<file path="config.mk">
export PLATFORM = sky130hd
export DESIGN_NAME = pci_burst_master
export DESIGN_NICKNAME = d
export VERILOG_FILES = /design/src/rtl/pci_burst_master.sv
export SDC_FILE = /design/constraint.sdc
export NUM_CORES = 1
export LEC_CHECK = 0
export BUFFER_PORTS_ARGS = -buffer_cell sky130_fd_sc_hd__buf_2
export CAP_MARGIN = 15
export CORE_ASPECT_RATIO = 1.1
export CORE_MARGIN = 2
export CORE_UTILIZATION = 45
export DETAILED_ROUTE_END_ITERATION = 12
export PLACE_DENSITY = 0.79
export SYNTH_ARGS = -nofsm -noshare
export SYNTH_HDL_FRONTEND = slang
export SYNTH_SLANG_ARGS = --single-unit
</file>
<file path="constraint.sdc">
create_clock -name clk -period 4.9 [get_ports clk]
set_clock_uncertainty 0.2 [all_clocks]
set_input_delay 0 -clock clk [delete_from_list [all_inputs] [get_ports clk]]
set_output_delay 0 -clock clk [all_outputs]
set_load 0.02 [all_outputs]
</file>
<file path="src/rtl/pci_burst_master.sv">
`timescale 1ns/1ps
module pci_burst_master #(
  parameter int CW      = 12,
  parameter int MW      = 8,
  parameter int MA_CLKS = 5
) (
  input  logic          clk,
  input  logic          rst_n,
  input  logic          req_valid,
  output logic          req_ready,
  input  logic          req_write,
  input  logic          req_ctrl,
  input  logic [31:0]   req_addr,
  input  logic [CW-1:0] req_words,
  input  logic          cfg_mwi_en,
  input  logic [MW-1:0] cfg_tx_max,
  input  logic [MW-1:0] cfg_rx_max,
  input  logic [CW-1:0] fifo_avail,
  output logic          fifo_pop,
  input  logic [31:0]   fifo_rdata,
  output logic          fifo_push,
  output logic [31:0]   fifo_wdata,
  output logic          req_n,
  input  logic          gnt_n,
  input  logic          lat_expired,
  output logic [31:0]   ad_out,
  output logic          ad_oe,
  input  logic [31:0]   ad_in,
  output logic [3:0]    cbe_n,
  output logic          cbe_oe,
  output logic          frame_n,
  output logic          irdy_n,
  input  logic          devsel_n,
  input  logic          trdy_n,
  input  logic          stop_n,
  input  logic          err_in,
  output logic          done,
  output logic          done_err,
  output logic [15:0]   status
);
  localparam int MAW = $clog2(MA_CLKS + 1);

  typedef enum logic [2:0] {S_IDLE, S_REQ, S_ADDR, S_DATA, S_TURN} st_t;
  st_t state;

  logic [31:0]    addr_q;
  logic [CW-1:0]  rem_q, left_q;
  logic           wr_q, ctrl_q, dsel_seen, fatal, err_pend, stat_ta, stat_ma;
  logic [3:0]     cmd_q;
  logic [MAW-1:0] ma_cnt;

  logic [MW-1:0]  dir_max;
  logic [CW-1:0]  lim_max, blen_a, blen;
  logic           xfer, tabort, mabort, backoff;

  assign dir_max = wr_q ? cfg_rx_max : cfg_tx_max;
  assign lim_max = (dir_max == '0) ? rem_q : CW'(dir_max);
  assign blen_a  = (rem_q < lim_max) ? rem_q : lim_max;
  assign blen    = (blen_a < fifo_avail) ? blen_a : fifo_avail;

  assign xfer    = (state == S_DATA) && !irdy_n && !trdy_n;
  assign tabort  = (state == S_DATA) && !stop_n && devsel_n;
  assign mabort  = (state == S_DATA) && !dsel_seen && devsel_n &&
                   (ma_cnt == MAW'(MA_CLKS - 1));
  assign backoff = lat_expired && gnt_n;

  assign req_ready  = (state == S_IDLE);
  assign req_n      = !((state == S_REQ) && (fifo_avail != '0) && !err_pend && (rem_q != '0));
  assign ad_oe      = (state == S_ADDR) || ((state == S_DATA) && wr_q);
  assign ad_out     = (state == S_ADDR) ? addr_q : fifo_rdata;
  assign cbe_oe     = (state == S_ADDR) || (state == S_DATA);
  assign cbe_n      = (state == S_ADDR) ? cmd_q : 4'b0000;
  assign fifo_pop   = xfer && wr_q;
  assign fifo_push  = xfer && !wr_q;
  assign fifo_wdata = ad_in;
  assign status     = {2'b00, stat_ma, stat_ta, 12'h000};

  always_ff @(posedge clk or negedge rst_n) begin
    if (!rst_n) begin
      state     <= S_IDLE;
      frame_n   <= 1'b1;
      irdy_n    <= 1'b1;
      addr_q    <= '0;
      rem_q     <= '0;
      left_q    <= '0;
      wr_q      <= 1'b0;
      ctrl_q    <= 1'b0;
      cmd_q     <= 4'b0110;
      dsel_seen <= 1'b0;
      ma_cnt    <= '0;
      fatal     <= 1'b0;
      err_pend  <= 1'b0;
      stat_ta   <= 1'b0;
      stat_ma   <= 1'b0;
      done      <= 1'b0;
      done_err  <= 1'b0;
    end else begin
      done <= 1'b0;
      if (err_in && state != S_IDLE) err_pend <= 1'b1;
      case (state)
        S_IDLE: if (req_valid) begin
          state    <= S_REQ;
          addr_q   <= {req_addr[31:2], 2'b00};
          rem_q    <= req_words;
          wr_q     <= req_write;
          ctrl_q   <= req_ctrl;
          cmd_q    <= !req_write ? 4'b0110 :
                      (!req_ctrl && cfg_mwi_en) ? 4'b1111 : 4'b0111;
          fatal    <= 1'b0;
          err_pend <= 1'b0;
          stat_ta  <= 1'b0;
          stat_ma  <= 1'b0;
          done_err <= 1'b0;
        end
        S_REQ: if (err_pend || rem_q == '0) begin
          state    <= S_IDLE;
          done     <= 1'b1;
          done_err <= err_pend;
        end else if (!gnt_n && fifo_avail != '0) begin
          state   <= S_ADDR;
          frame_n <= 1'b0;
          left_q  <= blen;
        end
        S_ADDR: begin
          state     <= S_DATA;
          irdy_n    <= 1'b0;
          frame_n   <= (left_q == CW'(1));
          dsel_seen <= 1'b0;
          ma_cnt    <= '0;
        end
        S_DATA: begin
          if (!devsel_n) dsel_seen <= 1'b1;
          else if (!dsel_seen) ma_cnt <= ma_cnt + 1'b1;
          if (xfer) begin
            addr_q <= addr_q + 32'd4;
            rem_q  <= rem_q - 1'b1;
            left_q <= left_q - 1'b1;
          end
          if (mabort) begin
            frame_n <= 1'b1;
            irdy_n  <= 1'b1;
            stat_ma <= 1'b1;
            fatal   <= 1'b1;
            state   <= S_TURN;
          end else if (tabort) begin
            frame_n <= 1'b1;
            irdy_n  <= 1'b1;
            stat_ta <= 1'b1;
            fatal   <= 1'b1;
            state   <= S_TURN;
          end else if (frame_n) begin
            if (xfer || !stop_n) begin
              irdy_n <= 1'b1;
              state  <= S_TURN;
            end
          end else if (!stop_n || backoff || (xfer && left_q == CW'(2))) begin
            frame_n <= 1'b1;
          end
        end
        S_TURN: if (fatal || err_pend || rem_q == '0) begin
          state    <= S_IDLE;
          done     <= 1'b1;
          done_err <= fatal || err_pend;
        end else begin
          state <= S_REQ;
        end
        default: state <= S_IDLE;
      endcase
    end
  end

  AST_CTRL_WRITE_MW: assert property (@(posedge clk) disable iff (!rst_n)
    (state == S_ADDR && wr_q && ctrl_q) |-> cbe_n == 4'b0111);
  AST_IRDY_HELD: assert property (@(posedge clk) disable iff (!rst_n)
    (state == S_DATA && !frame_n) |-> !irdy_n);
  AST_FRAME_BEFORE_IRDY: assert property (@(posedge clk) disable iff (!rst_n)
    $rose(irdy_n) |-> frame_n);
  AST_BURST_BOUND: assert property (@(posedge clk) disable iff (!rst_n)
    (state == S_ADDR) |-> (left_q <= rem_q && left_q != '0));
  AST_HOLD_NO_XFER: assert property (@(posedge clk) disable iff (!rst_n)
    (state != S_IDLE && trdy_n) |=> $stable(rem_q));
  AST_TA_NO_REISSUE: assert property (@(posedge clk) disable iff (!rst_n)
    stat_ta |-> state != S_ADDR);
  AST_MA_WINDOW: assert property (@(posedge clk) disable iff (!rst_n)
    (state == S_DATA && !dsel_seen) |-> ma_cnt < MAW'(MA_CLKS));
  AST_ERR_NO_BURST: assert property (@(posedge clk) disable iff (!rst_n)
    (err_pend && state == S_TURN) |=> state == S_IDLE);
endmodule

</file>
==> impl_metrics.env, run 1 <==
export IMPL_status="complete, but fails checks"
export IMPL_violations="negative setup slack"
export IMPL_die_height_um=124
export IMPL_first_pass_iters=5
export IMPL_finalSetupViolCount=5
export IMPL_p_leak_nw=3.69
export IMPL_chipWidth_um=113
export IMPL_yosysSeqAreaShare_pct=30.4
export IMPL_drive_above_1_share_pct=23.2
export IMPL_core_sq_um=12600
export IMPL_antenna_found_initial=1
export IMPL_final_setup_worst_slack_ns=-0.0520
export IMPL_core_rowCount=43
export IMPL_place_gp_congestion=0.927
export IMPL_fmax_mhz=202
export IMPL_synth_edf_count=0
export IMPL_antenna_left=0
export IMPL_grt_max_degree=83
export IMPL_clk_path_buf_depth=2
export IMPL_powerDensity_nw_per_um2=503
export IMPL_start_util_pct=46.3
export IMPL_cts_sinks=71
export IMPL_cp_end_kind="register"
export IMPL_drv_cap=0
export IMPL_async_flop_share_pct=100
export IMPL_clk_root_buffer_cell="clkbuf_16"
export IMPL_post_route_drc_count=0
export IMPL_crit_fanout=6
export IMPL_ios=242
export IMPL_crit_arrival_ns=4.95
export IMPL_ys_seq_elements=71
export IMPL_cts_buffers=9
export IMPL_cp_required_ns=4.90
export IMPL_route_vias_total=6742
export IMPL_worst_setup_path_type="reg -> reg"
export IMPL_h_tree_depth=3
export IMPL_dp_hpwl_mm=12.5
export IMPL_synthCells=785
export IMPL_vias_per_cell=5.79
export IMPL_drt_iter0_drc=520
export IMPL_hold_viol=0
export IMPL_clock_latency_ns=0.34
export IMPL_dieArea_sq_um=13900
export IMPL_slew_headroom_pct=28.5
export IMPL_syn_area_per_cell_sq_um=7.45
export IMPL_grt_ovfl_total=0
export IMPL_synth_cell_types=71
export IMPL_power_mw=4.01
export IMPL_portBuffers=161
export IMPL_min_period_ns=4.95
export IMPL_routed_wl_mm=19.8
export IMPL_worst_slew_pin_slew_ns=1.07
export IMPL_yosysWarningCount=0
export IMPL_critPathLaunchType="register"
export IMPL_ir_drop_v=0.000454
export IMPL_track_usage_pct=26.3
export IMPL_nets=1175
export IMPL_final_core_util_pct=62.9
export IMPL_min_period_over_period_pct=101
export IMPL_area_delta_synth_final_pct=35.9
export IMPL_ys_flop_type="dfrtp_1"
export IMPL_tritoncts="done"
export IMPL_grt_pass1_vias=6217
export IMPL_grt_pass1_wl_mm=29.3
export IMPL_holdCritPathClass="in -> reg"
export IMPL_slew_viol_final=0
export IMPL_clk_pin_slew_ns=0.05
export IMPL_avgRoutedWirePerCell_um=17.0
export IMPL_syn_area_sq_um=5850
power breakdown:
part | total [mW] | internal (mW) | switching [mW]
Sequential | 1.24 | 0.870 | 0.366
Clock | 0.611 | 0.370 | 0.241
Combinational | 2.16 | 0.851 | 1.31
Total | 4.01 | 2.09 | 1.91
state kept, by name, indices dropped and copies added, names as in the netlist, 2 cells and up:
| signal | count |
|---|---|
| ma_cnt | 3 |
| cmd_q | 2 |
| rem_q | 12 |
| left_q | 12 |
| addr_q | 30 |
| state | 3 |
cells in the mapped netlist (3+ instances only):
library cell    n  share of area [%]
and2_1          7               0.75
a21oi_1        86                7.4
o31ai_1         6               0.77
buf_1           5               0.32
or3_1           5               0.53
and3_1          9               0.96
nand2_1       141                9.0
nor4_1         10                1.1
and4_1          5               0.75
a221oi_1        8                1.2
a31oi_1         7               0.75
nand2b_1        5               0.53
buf_4          50                6.4
a311oi_1        3               0.45
inv_1          34                2.2
a21o_1          3               0.38
o21ai_1         4               0.34
nand4_1        13                1.4
nor2b_1        11                1.2
ha_1           25                5.3
a211oi_1        5               0.64
mux2i_1        17                2.9
dfrtp_1        69                 30
clkbuf_1       26                1.7
nor2_1         60                3.8
buf_2           7               0.60
o22ai_1        16                1.7
a22oi_1         8                1.0
nand3_1        23                2.0
o21ai_0        51                4.4
o22a_1          3               0.45
nor3_1         17                1.5
logic make-up (layout without fill, tap and decap cells):
kind of cell | after synthesis | count (layout) | share of synthesized area [%]
AO/OA/AOI/OAI | 225 | 225 | 23.9
XOR/XNOR | 2 | 2 | 0.299
adder cells (fa/ha/maj) | 25 | 25 | 5.35
buffers and inverters | 123 | 332 | 11.4
flip-flops | 71 | 71 | 30.4
multiplexers | 18 | 18 | 3.10
other | 1 | 15 | 0.0641
AND/OR/NAND/NOR | 320 | 320 | 25.5
cell type report:
cell class / count / area (sq um)
diodes: 1 / 2.50
clock buffers: 15 / 268
clock inverters: 1 / 5.00
fillers: 1059 / 4690
inverters: 34 / 128
multi-input cells: 604 / 3590
flip-flops and latches: 71 / 1780
well taps: 157 / 196
repair buffers: 282 / 1980
worst paths after layout:
path / from / endpoint / slack (ns) / cells after the start
max: cmd_q[0] / left_q[6] / -0.05 / 19
min: gnt_n / state[0] / 0.04 / 4
max reg2reg: cmd_q[0] / left_q[6] / -0.05 / 19
min reg2reg: stat_ta / stat_ta / 0.28 / 1
max in group asynchronous: rst_n / cmd_q[0] / 3.74 / 2
min in group asynchronous: rst_n / left_q[10] / 0.16 / 2
timing repair:
action | CTS | global route
endpoints found under the setup margin | 9 | 12
pin swaps | 1 | 11
hold buffers | 99 | 0
setup buffers | 0 | 8
endpoints found under the hold margin | 167 | 0
resized for setup | 4 | 30
layout by cell type (no fill, tap or decap), types with 11 or more instances in the layout:
cell	synthesis	layout
buf_2	7	160
nand2_1	141	141
dlygate4sd3_1	0	99
a21oi_1	86	82
dfrtp_1	69	69
nor2_1	60	60
o21ai_0	51	47
inv_1	34	34
ha_1	25	25
nand3_1	23	23
buf_4	50	18
nor3_1	17	16
o22ai_1	16	16
conb_1	1	14
nand4_1	13	13
mux2i_1	17	12
nor2b_1	11	11
worst max-delay path, cell delays in order (launching register included):
cell and delay [ns]:
dfrtp_1 0.40, or4_4 0.55, o22ai_4 0.12, nor2b_4 0.25
a221oi_1 0.13, ha_1 0.31, and3_1 0.21, o21ai_1 0.16
a21oi_2 0.13, a211oi_4 0.26, mux2i_2 0.32, ha_1 0.30
a211oi_2 0.20, o21ai_1 0.12, a31o_2 0.26, a211oi_4 0.29
a22oi_4 0.13, buf_6 0.19, mux2i_1 0.18, o22ai_1 0.09
layer usage:
metal	routed length, um	vias up	track usage [%]	share of wire, %
li1	-	3172	-	-
met1	7640	3114	30.2	39
met2	9980	378	48.1	50
met3	1300	78	3.65	6.6
met4	869	0	13.0	4.4
met5	0	-	0	0
through the flow:
step / setup TNS [ns] / hold slack, ns / worst slack (ns) / std cells / area [sq um]
3_5_place_dp: -1.30 / -0.200 / -0.209 / 1041 / 6480
2_1_floorplan: 0 / -0.496 / 0.0453 / 798 / 5900
4_1_cts: 0 / 0.0183 / 0.0154 / 1156 / 7760
3_3_place_gp: -0.0750 / -0.200 / -0.0241 / 1041 / 6480
5_1_grt: -1.25 / 0.105 / -0.170 / 1165 / 7960
6_report: -0.116 / 0.0444 / -0.0520 / 1165 / 7960
Note: power is estimated with default switching activity, not from simulation.
==> inputs of run 2 (changes only) <==
--- a/config.mk
+++ b/config.mk
@@ -5,13 +5,14 @@
 export SDC_FILE = /design/constraint.sdc
 export NUM_CORES = 1
 export LEC_CHECK = 0
+export ABC_AREA = 0
 export BUFFER_PORTS_ARGS = -buffer_cell sky130_fd_sc_hd__buf_2
 export CAP_MARGIN = 15
-export CORE_ASPECT_RATIO = 1.1
+export CORE_ASPECT_RATIO = 0.5
 export CORE_MARGIN = 2
 export CORE_UTILIZATION = 45
 export DETAILED_ROUTE_END_ITERATION = 12
-export PLACE_DENSITY = 0.79
+export PLACE_DENSITY = 0.78
 export SYNTH_ARGS = -nofsm -noshare
 export SYNTH_HDL_FRONTEND = slang
 export SYNTH_SLANG_ARGS = --single-unit
==> run 2 against run 1 <==
  * The run now ends clean
  * Cell area rose by 1.4%
  * Routed wire length is 3.1% lower
  * Clock power rose by 15%
  * Critical path depth grew 1
  * Worst hold slack worse by 0.010 ns
  * Highest routed layer unchanged
==> impl_metrics.env, run 2 (same netlist as run 1, synthesis figures left out) <==
export IMPL_nets=1179
export IMPL_vias_per_cell=5.67
export IMPL_place_gp_congestion=0.904
export IMPL_reg_top3="addr_q (30), left_q (12), rem_q (12)"
export IMPL_worst_slew_pin_slew_ns=0.957
export IMPL_mostFrequentLayoutCells="buf_2, nand2_1, dlygate4sd3_1, a21oi_1, dfrtp_1"
export IMPL_antenna_cells=0
export IMPL_cp_cell_sequence="or4b_4 -> o22ai_4 -> nor2b_4 -> buf_4 -> a221oi_2 -> ha_1 -> nand4_1 -> a21oi_2 -> a211oi_4 -> buf_6 -> mux2i_1 -> ha_1 -> o21a_1 -> o21a_1 -> o21ai_0 -> buf_4 -> a22oi_4 -> buf_6 -> mux2i_1 -> a21oi_1"
export IMPL_clk_pin_slew_ns=0.06
export IMPL_grt_max_degree=72
export IMPL_status="finished, final reports clean"
export IMPL_grt_pass1_vias=6208
export IMPL_post_route_drc_count=0
export IMPL_grt_busiest_layer="met2"
export IMPL_cp_end_kind="register"
export IMPL_min_period_ns=4.89
export IMPL_first_pass_iters=5
export IMPL_hold_viol=0
export IMPL_holdCritPathClass="in -> reg"
export IMPL_core_sq_um=12700
export IMPL_powerDensity_nw_per_um2=509
export IMPL_portBuffers=161
export IMPL_timing_hold_ws_ns=0.0341
export IMPL_chipWidth_um=165
export IMPL_route_vias_total=6692
export IMPL_ff2ff_setup_slack_ns=0.01
export IMPL_slew_headroom_pct=36.2
export IMPL_grt_ovfl_total=0
export IMPL_clk_path_buf_depth=2
export IMPL_tritoncts="done"
export IMPL_dp_hpwl_mm=12.4
export IMPL_drive_above_1_share_pct=24.3
export IMPL_slowest_stage="or4b_4"
export IMPL_antenna_found_initial=0
export IMPL_crit_arrival_ns=4.89
export IMPL_ios=242
export IMPL_routed_wl_mm=19.2
export IMPL_cts_buffers=9
export IMPL_ir_drop_v=0.000248
export IMPL_final_core_util_pct=63.7
export IMPL_finalSetupViolCount=0
export IMPL_top_register="addr_q"
export IMPL_reg2reg_depth=20
export IMPL_hold_path_depth=4
export IMPL_drv_cap=0
export IMPL_crit_family="compound AO/OA/AOI/OAI gates"
export IMPL_met1_usage_pct=35.2
export IMPL_h_tree_depth=3
export IMPL_critPathBufInv=4
export IMPL_avgRoutedWirePerCell_um=16.2
export IMPL_met3_usage_pct=4.99
export IMPL_cp_required_ns=4.90
export IMPL_p_leak_nw=3.74
export IMPL_grt_pass1_wl_mm=30.3
export IMPL_crit_fanout=6
export IMPL_core_rowCount=29
export IMPL_die_height_um=84.6
export IMPL_area_delta_synth_final_pct=37.8
export IMPL_cts_sinks=71
export IMPL_min_period_over_period_pct=99.8
export IMPL_worst_setup_path_type="reg -> reg"
export IMPL_drt_iter0_drc=554
export IMPL_clk_root_buffer_cell="clkbuf_16"
export IMPL_dieArea_sq_um=14000
export IMPL_critical_path_depth=20
export IMPL_start_util_pct=46.2
export IMPL_critical_path_max_stage_delay_ns=0.50
export IMPL_clock_latency_ns=0.33
export IMPL_fmax_mhz=205
export IMPL_gr_usage_met2_pct=45.2
export IMPL_track_usage_pct=27.1
export IMPL_critPathLaunchType="register"
export IMPL_antenna_left=0
export IMPL_slew_viol_final=0
export IMPL_mostFrequentLayoutCell="buf_2"
export IMPL_rsz0062_at_grt="true"
export IMPL_largest_reg_flops=30
run 2: cell count changes in the layout (fill, tap and decap cells not counted), moves of 2 or more:
cell / change
clkbuf_1: -4
a221oi_2: +3
buf_4: +3
a221oi_1: -2
buf_6: -2
run 2: worst reg2reg max path, delay by kind of cell, from the launching register on:
family	cells	cell delay (ns)
AOI/OAI and AO/OA	9	1.39
adders and majority gates	2	0.65
buffers and inverters	4	0.76
DFF	1	0.39
muxes	2	0.45
and+or+nand+nor	3	0.91
run 2: layer usage:
metal	wire, um	share of wire, %
met2	9210	48
met5	0	0
met1	7990	42
met4	626	3.3
met3	1340	7.0
run 2: area by class of cell:
class / instances / area (sq um)
repair buffers: 285 / 2020
inverters: 34 / 128
clock buffers: 12 / 267
clock inverters: 4 / 51.3
fillers: 1052 / 4600
multi-input cells: 605 / 3610
flip-flops and latches: 71 / 1780
well taps: 170 / 213
run 2: metrics by stage:
| step | setup TNS [ns] | total power, mW | setup WS, ns | cell area, sq um | cells |
|---|---|---|---|---|---|
| 2_1_floorplan | 0 | 2.59 | 0.0453 | 5900 | 798 |
| 3_3_place_gp | -0.0704 | 3.05 | -0.0257 | 6540 | 1060 |
| 3_5_place_dp | -1.64 | 3.12 | -0.243 | 6540 | 1060 |
| 4_1_cts | 0 | 3.96 | 0.0125 | 7920 | 1176 |
| 5_1_grt | -0.916 | 4.41 | -0.149 | 8060 | 1181 |
| 6_report | 0 | 4.10 | 0.0110 | 8060 | 1181 |
run 2: power breakdown:
part	switching [mW]	internal, mW
logic	1.29	0.866
registers	0.371	0.869
clock network	0.267	0.437
run 2: worst paths after layout:
check,from,to
min in group asynchronous,rst_n,addr_q[11]
hold reg to reg,done_err,done_err
setup / recovery,cmd_q[0],left_q[1]
max in group asynchronous,rst_n,state[0]
setup reg to reg,cmd_q[0],left_q[1]
hold / removal,gnt_n,state[0]
run 2: timing repair:
item,in CTS,in global routing
setup endpoints to repair,11,12
cloned,0,1
setup buffers,1,3
hold buffers,99,0
pin swaps,3,19
gates resized for setup,15,20
endpoints found under the hold margin,168,0
